--- src/rtl/capk_pkg.sv ---
package capk_pkg;
   typedef enum logic {
      PH_EVEN = 1'b0,
      PH_ODD  = 1'b1
   } half_phase_e;

   function automatic int unsigned addr_bits(input int unsigned depth);
      return (depth > 1) ? $clog2(depth) : 1;
   endfunction
endpackage

--- src/rtl/rate_divider.sv ---
module rate_divider #(
   parameter int DIV_W = 20
) (
   input  logic             clk,
   input  logic             rst_n,
   input  logic             run,
   input  logic             restart,
   input  logic [DIV_W-1:0] div,
   output logic             stb
);
   logic [DIV_W-1:0] cnt_q;

   assign stb = run && (cnt_q >= div);

   always_ff @(posedge clk or negedge rst_n) begin
      if (!rst_n)                 cnt_q <= '0;
      else if (restart || !run)   cnt_q <= '0;
      else if (cnt_q >= div)      cnt_q <= '0;
      else                        cnt_q <= cnt_q + 1'b1;
   end


   stb_spacing_chk: assert property (@(posedge clk) disable iff (!rst_n)
      (stb && div != '0 && !restart) |=> (!stb || div == '0));
endmodule

--- src/rtl/lane_packer.sv ---
module lane_packer
   import capk_pkg::*;
#(
   parameter int NUM_CH     = 16,
   parameter bit EARLY_HIGH = 1'b1,
   localparam int WORD_W    = 2 * NUM_CH
) (
   input  logic              clk,
   input  logic              rst_n,
   input  logic              clr,
   input  logic              stb,
   input  logic [NUM_CH-1:0] chan_in,
   input  logic [NUM_CH-1:0] chan_mask,
   output logic              push,
   output logic [WORD_W-1:0] push_word
);
   logic [NUM_CH-1:0] smp;
   logic [NUM_CH-1:0] hold_q;
   half_phase_e       phase_q;

   for (genvar i = 0; i < NUM_CH; i++) begin : g_gate
      assign smp[i] = chan_in[i] & chan_mask[i];
   end

   if (EARLY_HIGH) begin : g_early_high
      assign push_word = {hold_q, smp};
   end else begin : g_early_low
      assign push_word = {smp, hold_q};
   end

   assign push = stb && !clr && (phase_q == PH_ODD);

   always_ff @(posedge clk or negedge rst_n) begin
      if (!rst_n) begin
         phase_q <= PH_EVEN;
         hold_q  <= '0;
      end else if (clr) begin
         phase_q <= PH_EVEN;
      end else if (stb) begin
         if (phase_q == PH_EVEN) begin
            hold_q  <= smp;
            phase_q <= PH_ODD;
         end else begin
            phase_q <= PH_EVEN;
         end
      end
   end


   hold_masked_chk: assert property (@(posedge clk) disable iff (!rst_n)
      (stb && !clr && phase_q == PH_EVEN) |=> ((hold_q & ~$past(chan_mask)) == '0));
endmodule

--- src/rtl/word_store.sv ---
module word_store #(
   parameter int ADDR_W = 18,
   parameter int WORD_W = 32,
   localparam int CNT_W = ADDR_W + 1
) (
   input  logic              clk,
   input  logic              rst_n,
   input  logic              clr,
   input  logic              push,
   input  logic [WORD_W-1:0] push_word,
   input  logic [CNT_W-1:0]  limit,
   output logic              mem_we,
   output logic [ADDR_W-1:0] mem_addr,
   output logic [WORD_W-1:0] mem_data,
   output logic              done
);
   logic [ADDR_W-1:0] ptr_q;
   logic [CNT_W-1:0]  cnt_q;
   logic [CNT_W-1:0]  cnt_nx;

   assign cnt_nx = cnt_q + 1'b1;

   always_ff @(posedge clk or negedge rst_n) begin
      if (!rst_n) begin
         ptr_q    <= '0;
         cnt_q    <= '0;
         done     <= 1'b0;
         mem_we   <= 1'b0;
         mem_addr <= '0;
         mem_data <= '0;
      end else if (clr) begin
         ptr_q  <= '0;
         cnt_q  <= '0;
         done   <= 1'b0;
         mem_we <= 1'b0;
      end else begin
         mem_we <= push;
         if (push) begin
            mem_addr <= ptr_q;
            mem_data <= push_word;
            ptr_q    <= ptr_q + 1'b1;
            cnt_q    <= cnt_nx;
            if (cnt_nx == limit) done <= 1'b1;
         end
      end
   end


   we_pulse_chk: assert property (@(posedge clk) disable iff (!rst_n)
      mem_we |=> !mem_we);
endmodule

--- src/rtl/sample_pack_capture.sv ---
module sample_pack_capture #(
   parameter int NUM_CH     = 16,
   parameter int DEPTH      = 262144,
   parameter int DIV_W      = 20,
   parameter bit EARLY_HIGH = 1'b1,
   localparam int WORD_W    = 2 * NUM_CH,
   localparam int ADDR_W    = capk_pkg::addr_bits(DEPTH),
   localparam int CNT_W     = ADDR_W + 1
) (
   input  logic              clk,
   input  logic              rst_n,
   input  logic              arm,
   input  logic              mem_clear,
   input  logic [DIV_W-1:0]  div_count,
   input  logic [NUM_CH-1:0] chan_mask,
   input  logic [CNT_W-1:0]  word_limit,
   input  logic [NUM_CH-1:0] chan_in,
   output logic              sample_stb,
   output logic              mem_we,
   output logic [ADDR_W-1:0] mem_addr,
   output logic [WORD_W-1:0] mem_data,
   output logic              done
);
   if (NUM_CH < 1) begin : g_bad_ch
      $error("NUM_CH must be at least 1");
   end
   if (DEPTH < 2 || (DEPTH & (DEPTH - 1)) != 0) begin : g_bad_depth
      $error("DEPTH must be a power of two of at least 2");
   end
   if (DIV_W < 1) begin : g_bad_div
      $error("DIV_W must be at least 1");
   end

   logic              run;
   logic              push;
   logic [WORD_W-1:0] push_word;

   assign run = arm && !done;

   rate_divider #(.DIV_W(DIV_W)) u_div (
      .clk     (clk),
      .rst_n   (rst_n),
      .run     (run),
      .restart (mem_clear),
      .div     (div_count),
      .stb     (sample_stb)
   );

   lane_packer #(.NUM_CH(NUM_CH), .EARLY_HIGH(EARLY_HIGH)) u_pack (
      .clk       (clk),
      .rst_n     (rst_n),
      .clr       (mem_clear),
      .stb       (sample_stb),
      .chan_in   (chan_in),
      .chan_mask (chan_mask),
      .push      (push),
      .push_word (push_word)
   );

   word_store #(.ADDR_W(ADDR_W), .WORD_W(WORD_W)) u_store (
      .clk       (clk),
      .rst_n     (rst_n),
      .clr       (mem_clear),
      .push      (push),
      .push_word (push_word),
      .limit     (word_limit),
      .mem_we    (mem_we),
      .mem_addr  (mem_addr),
      .mem_data  (mem_data),
      .done      (done)
   );


   done_quiet_chk: assert property (@(posedge clk) disable iff (!rst_n)
      done |-> !sample_stb);


   done_sticky_chk: assert property (@(posedge clk) disable iff (!rst_n)
      (done && !mem_clear) |=> done);


   clear_no_write_chk: assert property (@(posedge clk) disable iff (!rst_n)
      mem_clear |=> (!mem_we && !done));
endmodule

--- config.mk ---
export PLATFORM = sky130hd
export DESIGN_NAME = sample_pack_capture
export DESIGN_NICKNAME = d
export VERILOG_FILES = /design/src/rtl/capk_pkg.sv /design/src/rtl/rate_divider.sv /design/src/rtl/lane_packer.sv /design/src/rtl/word_store.sv /design/src/rtl/sample_pack_capture.sv
export SDC_FILE = /design/constraint.sdc
export NUM_CORES = 1
export LEC_CHECK = 0
export ABC_CLOCK_PERIOD_IN_PS = 2900
export BUFFER_PORTS_ARGS = -buffer_cell sky130_fd_sc_hd__buf_2
export CORE_MARGIN = 2
export CORE_UTILIZATION = 35
export CTS_BUF_LIST = sky130_fd_sc_hd__clkbuf_4
export DETAILED_ROUTE_END_ITERATION = 8
export GPL_ROUTABILITY_DRIVEN = 0
export GPL_TIMING_DRIVEN = 0
export PLACE_DENSITY = 0.66
export SYNTH_ARGS = -nofsm -noshare
export SYNTH_HDL_FRONTEND = slang
export SYNTH_SLANG_ARGS = --single-unit
--- constraint.sdc ---
create_clock -name clk -period 2.9 [get_ports clk]
set_input_delay 0.145 -clock clk [delete_from_list [all_inputs] [get_ports clk]]
set_output_delay 0.145 -clock clk [all_outputs]
set_load 0.05 [all_outputs]
==> run summary, run 1 <==
run status: complete, no violations
Slew Limit Headroom: 57.0%
final cycle utilization of the critical path: 99.6%
hold_sp: word_limit[17]
number of levels the H-tree was split into: 4
reported max-cap violation count: 0
I/O pin total: 128
fin. max-slew vios: 0
r2r setup slk: 10 ps
clock-pin transition on the worst setup and hold timing paths: 130 ps
total instance count after detailed placement: 1057
mean instance size in the synthesized netlist: 9.45 µm²
DIE WIDTH: 141 µm
clock latency on the worst-skew pair: 550 ps
final routed wire length divided by cell count: 15.1 µm
Syn Std Cell Area: 6570 µm²
EDFF count, synth: 0
Filler cells: 1812
area share of and/or/nand/nor cells after synthesis: 22.2%
master cell of the clock root buffer: sky130_fd_sc_hd__clkbuf_4
multi-input gate area in the final layout: 3150 µm²
router iterations before antenna repair: 5
min cycle time layout: 2890 ps
worst IR drop on VDD: 0.000193 V
share of the synthesized netlist area taken by xor and xnor gates: 5.47%
count of clock tree sinks: 126
type of element launching the critical path: flop
number of vias per cell: 5.01
total nets after synthesis: 793
multiplexer fraction of the synthesized cell area: 4.99%
synthesized instance count: 695
crit-path max FO: 9
Synth Area in Compound Gates: 10.4%
clock buffer count from CTS: 17
wire length of the first global-routing pass: 28400 µm
power density cells: 388 nW/µm²
Iteration-0 DRC Markers: 319
arrival time at the worst endpoint: 3330 ps
start of the worst register-to-register path: u_div.cnt_q[8]
CTS tree: built
initial antenna violation count: 2
YS warnings: 0
Seq cells post-synth: 126
post-route insts no fill: 1137
WL final: 17200 µm
total leakage power: 4.34 nW
port buffer count: 127
number of global-route vias before repair: 5607
share of final-layout standard cells stronger than drive strength 1: 24.6%
launch point of the worst path: u_div.cnt_q[8]
nets: 987
pin count of the biggest net entering global routing: 71
Fmax achieved: 346 MHz
remaining antenna violation count after routing: 0
maximum clock insertion buffer count: 2
number of cell rows: 50
critical path capture point type: flop
detailed placer's ending HPWL: 11800 µm
global-route usage over all layers: 18.0%
end point of the worst hold path: u_store.done
final setup violation count: 0
dominant combinational cell family by area after synthesis: simple AND/OR/NAND/NOR gates
full die area: 19900 µm²
die height: 141 µm
Netlist cell types: 52
final hold violations: 0
initial core utilization: 35.4%
worst hold-check slack: 57.9 ps
Area Growth Syn to Fin: 27.2%
area of the placeable core: 18600 µm²
global route total overflow: 0
Post-synth ARST share: 100%
Post-Route Skew: 17.0 ps
slew of the pin with the lowest slew margin: 645 ps
adder-cell area share of the yosys netlist: 4.38%
Via Count: 5696
WHS Path Cells: 5
required time at the worst-slack endpoint: 3340 ps
Tightest Hold Check Type: input pin to flop
fraction of the yosys area taken by sequential cells: 48.0%
setup repair after global routing missed its margin: yes
worst reg2reg path endpoint: u_store.ptr_q[14]
predominant post-synthesis flop cell: sky130_fd_sc_hd__dfrtp_1
Seq. cell area: 3150 µm²
# DRC: 0
logic depth of the worst register-to-register path: 10
type of the setup path with the least slack: flop to flop
-- sequential cells by signal, indices dropped and copies added, names as in the netlist --
signal and cells:
u_store.mem_data 32, u_div.cnt_q 20, u_store.cnt_q 19, u_store.mem_addr 18, u_store.ptr_q 18, u_pack.hold_q 16
u_pack.phase_q 1, u_store.done 1, u_store.mem_we 1
-- through the flow --
stage / total power, W / setup WS, ps / setup TNS, ps / cell area (µm²) / utilization (%)
floorplan: 0.00187 / 355 / 0 / 6570 / -
global placement: 0.00199 / -107 / -9380 / 7500 / 40.4
detailed placement: 0.00200 / -108 / -869 / 7530 / 40.5
CTS: 0.00329 / -3.25 / -3.25 / 8200 / 44.1
global route: 0.00338 / -76.2 / -1150 / 8350 / 45.0
finish: 0.00324 / 10.2 / 0 / 8350 / 45.0
-- cell families after synthesis --
| kind of cell | after synthesis |
|---|---|
| DFF | 126 |
| adders and majority gates | 23 |
| and+or+nand+nor | 308 |
| buffers and inverters | 67 |
| xor gates and xnor gates | 41 |
| AOI/OAI and AO/OA | 99 |
| muxes | 31 |
-- power breakdown --
group | switching, W | internal (W)
Sequential | 0.00000418 | 0.00177
Combinational | 0.000119 | 0.000108
Clock | 0.000787 | 0.000457
-- critical path: stages (launching register included) --
cell	delay (ps)
sky130_fd_sc_hd__dfrtp_1	440
sky130_fd_sc_hd__ha_1	300
sky130_fd_sc_hd__and4_1	210
sky130_fd_sc_hd__a221o_1	360
sky130_fd_sc_hd__a2111oi_4	470
sky130_fd_sc_hd__buf_4	190
sky130_fd_sc_hd__a21o_4	160
sky130_fd_sc_hd__inv_4	60
sky130_fd_sc_hd__buf_12	150
sky130_fd_sc_hd__and3_1	160
sky130_fd_sc_hd__a211o_1	270
-- layer usage --
| layer | up-vias | wire (µm) | track usage (%) |
|---|---|---|---|
| met1 | 2732 | 8210 | 24.5 |
| met3 | 23 | 812 | 3.94 |
| met4 | 2 | 245 | 7.00 |
| met2 | 141 | 7930 | 28.2 |
| met5 | - | 14 | 0 |
| li1 | 2798 | - | - |
-- cells in the final DEF, fill, tap and decap left out, types with 14 or more instances in the layout --
cell type,count
sky130_fd_sc_hd__o21ai_0,35
sky130_fd_sc_hd__nand3_1,30
sky130_fd_sc_hd__dfrtp_1,126
sky130_fd_sc_hd__nor2_1,44
sky130_fd_sc_hd__buf_2,131
sky130_fd_sc_hd__dlygate4sd3_1,34
sky130_fd_sc_hd__nand2_1,135
sky130_fd_sc_hd__buf_4,21
sky130_fd_sc_hd__a21oi_1,15
sky130_fd_sc_hd__clkbuf_4,23
sky130_fd_sc_hd__xnor2_1,26
sky130_fd_sc_hd__and3_1,34
sky130_fd_sc_hd__inv_1,33
sky130_fd_sc_hd__ha_1,21
sky130_fd_sc_hd__mux2i_1,17
sky130_fd_sc_hd__xor2_1,15
sky130_fd_sc_hd__mux2_2,14
-- final cells by class --
cell class	instances	share of cell area (%)
Antenna cell	1	0.0300
Sequential cell	126	37.7
Timing Repair Buffer	175	13.4
Buffer	32	2.56
Multi-Input combinational cell	502	37.8
Clock buffer	17	1.53
Clock inverter	15	1.84
Inverter	35	1.60
Tap cell	234	3.50
-- how the worst max path moves through the flow --
| stage | to | slack (ps) | cells past startpoint |
|---|---|---|---|
| after global routing | u_store.cnt_q[14] | -80 | 11 |
| after global placement | u_pack.hold_q[6] | -110 | 10 |
| final | u_store.ptr_q[14] | 10 | 10 |
| after floorplan | u_store.ptr_q[14] | 350 | 10 |
| after detailed placement | u_pack.hold_q[7] | -110 | 10 |
| after CTS | u_store.ptr_q[0] | -3 | 10 |
-- synth_stat cells, drive strengths merged (2+ instances only) --
master,instances,area (µm²)
ha,23,288
nand3,30,150
or3,8,50.1
o2111ai,2,17.5
mux2,14,158
nor2b,3,18.8
xnor2,26,228
xor2,15,131
a21boi,2,15.0
a21o,6,52.6
nand3b,2,15.0
nor3,11,55.1
nor4,4,40.0
nor2,44,165
buf,22,125
a211o,8,70.1
and4,3,26.3
and2,8,50.1
a31oi,3,18.8
nand2,136,513
o2bb2ai,2,17.5
dfrtp,126,3150
and3,34,213
mux2i,17,170
a221o,11,110
o21ai,35,175
inv,34,128
nand2b,6,37.5
o211ai,4,30.0
nand4,11,68.8
o31ai,2,15.0
or4,6,45.0
a21oi,17,85.1
clkbuf,10,38.8
-- timing repair --
item / 4_1_cts / 5_1_grt
resized for setup: 3 / 31
hold buffers: 34 / 0
pin swaps: 2 / 5
buffers inserted: 3 / 10
endpoints found under the hold margin: 96 / 0
setup endpoints to repair: 20 / 90
Note: power is estimated with default switching activity, not from simulation.
==> run 2: changes to the inputs <==
- ABC_CLOCK_PERIOD_IN_PS: 2900 -> 3500
- CTS_CLUSTER_SIZE: not set -> 28
- SETUP_SLACK_MARGIN: not set -> 0.05
- clock period: 2.9 -> 3.5 ns (I/O delays scaled with it)
==> run 2 against run 1 <==
- first-iteration DRC count grew 5.6%
- total power shrank 17%
- clock skew shrank 2.2 ps
- worst hold slack lost 7.3 ps
- critical path type is now flop to primary output
- largest power group unchanged
==> run summary, run 2 (synthesis gave the netlist of run 1 again) <==
worst IR drop on VDD: 0.000161 V
initial antenna violation count: 2
core occupancy in the finished layout: 43.8%
pin count of the biggest net entering global routing: 71
initial core utilization: 35.4%
total of cells resized after clock tree synthesis: 0
WL final: 17100 µm
reported max-cap violation count: 0
area of the placeable core: 18600 µm²
# DRC: 0
total leakage power: 4.24 nW
run status: complete, no violations
worst hold-check slack: 50.6 ps
highest-count cells in the layout ignoring fill and taps: sky130_fd_sc_hd__buf_2, sky130_fd_sc_hd__nand2_1, sky130_fd_sc_hd__dfrtp_1
Largest register FFs: 32
setup repair after global routing missed its margin: no
port buffer count: 127
count of clock tree sinks: 126
final setup violation count: 0
critical path capture point type: primary output
fin. max-slew vios: 0
remaining antenna violation count after routing: 0
clock buffer count from CTS: 17
final hold violations: 0
I/O pin total: 128
clock latency on the worst-skew pair: 550 ps
global route total overflow: 0
CTS tree: built
final routed wire length divided by cell count: 15.2 µm
global-route usage over all layers: 18.0%
number of levels the H-tree was split into: 4
clock-pin transition on the worst setup and hold timing paths: 130 ps
total instance count after detailed placement: 1057
nets: 972
final total negative setup slack: 0 ps
number of cell rows: 50
die height: 141 µm
Slew Limit Headroom: 54.5%
arrival time at the worst endpoint: 2830 ps
final cycle utilization of the critical path: 85.7%
number of global-route vias before repair: 5581
required time at the worst-slack endpoint: 3320 ps
worst setup slack after placement: 492 ps
power density cells: 330 nW/µm²
Tightest Hold Check Type: input pin to flop
detailed placer's ending HPWL: 11800 µm
post-route setup slack: 500 ps
Post-Route Skew: 14.7 ps
type of element launching the critical path: flop
r2r setup slk: 540 ps
post-route insts no fill: 1122
registers with the most flip-flops: u_store.mem_data: 32 flops, u_div.cnt_q: 20 flops, u_store.cnt_q: 19 flops
Iteration-0 DRC Markers: 337
full die area: 19900 µm²
crit-path max FO: 4
share of final-layout standard cells stronger than drive strength 1: 22.9%
router iterations before antenna repair: 4
wire length of the first global-routing pass: 28300 µm
slew of the pin with the lowest slew margin: 682 ps
Fmax achieved: 333 MHz
min cycle time layout: 3000 ps
DIE WIDTH: 141 µm
Via Count: 5584
master cell of the clock root buffer: sky130_fd_sc_hd__clkbuf_4
number of vias per cell: 4.98
commonest non-fill, non-tap cell in the layout: sky130_fd_sc_hd__buf_2
top register by number of flip-flops: u_store.mem_data
Area Growth Syn to Fin: 23.8%
maximum clock insertion buffer count: 2
type of the setup path with the least slack: flop to primary output
[run 2: cell types whose count changed in the layout (fill, tap and decap cells not counted), sizes merged]
cell and change:
buf -8, dlygate4sd3 -2, clkbuf -5
[run 2: per-layer routing]
| layer | global-route usage (%) | part of all wire, % | vias up |
|---|---|---|---|
| met4 | 7.00 | 1.3 | 2 |
| li1 | - | - | 2760 |
| met5 | 0 | 0.082 | - |
| met1 | 24.4 | 48 | 2676 |
| met3 | 3.94 | 4.0 | 20 |
| met2 | 28.1 | 46 | 126 |
[run 2: worst paths after layout]
kind | cells past startpoint | to | startpoint
min | 3 | u_pack.hold_q[10] | chan_mask[10]
min reg2reg | 2 | u_store.mem_addr[11] | u_store.mem_addr[11]
min in group asynchronous | 2 | u_store.cnt_q[12] | rst_n
max reg2reg | 10 | u_pack.hold_q[0] | u_div.cnt_q[0]
max in group asynchronous | 3 | u_pack.hold_q[11] | rst_n
max | 7 | sample_stb | u_div.cnt_q[10]
[run 2: critical path: stages, from the launching register on]
cell and delay [ps]:
sky130_fd_sc_hd__dfrtp_1 430, sky130_fd_sc_hd__ha_1 310, sky130_fd_sc_hd__a21oi_1 160, sky130_fd_sc_hd__nand2_1 70
sky130_fd_sc_hd__a221o_1 380, sky130_fd_sc_hd__a2111oi_4 490, sky130_fd_sc_hd__a21oi_1 180, sky130_fd_sc_hd__buf_2 250
[run 2: timing repair]
| action | 4_1_cts | 5_1_grt |
|---|---|---|
| setup buffers | 0 | 0 |
| endpoints found under the hold margin | 86 | 0 |
| hold buffers | 32 | 0 |
[run 2: area by class of cell]
| type | instances | area [µm²] |
|---|---|---|
| fill | 1834 | 10400 |
| sequential | 126 | 3150 |
| multi-input combinational | 502 | 3120 |
| timing repair buffer | 160 | 990 |
| tap | 234 | 293 |
| buffer | 32 | 164 |
| clock inverter | 15 | 154 |
| inverter | 35 | 131 |
| clock buffer | 17 | 128 |
| antenna | 1 | 2.50 |
[run 2: stage by stage]
| stage | power (W) | instance area, µm² |
|---|---|---|
| after floorplan | 0.00155 | 6570 |
| after global placement | 0.00165 | 7500 |
| after detailed placement | 0.00165 | 7530 |
| after CTS | 0.00273 | 8130 |
| after global routing | 0.00280 | 8140 |
| final | 0.00268 | 8140 |
[run 2: report_power, final]
part           leakage (nW)  switching (W)  internal (W)
combinational          2.38      0.0000974     0.0000866
clock                 0.150       0.000655      0.000378
sequential             1.71     0.00000347       0.00146
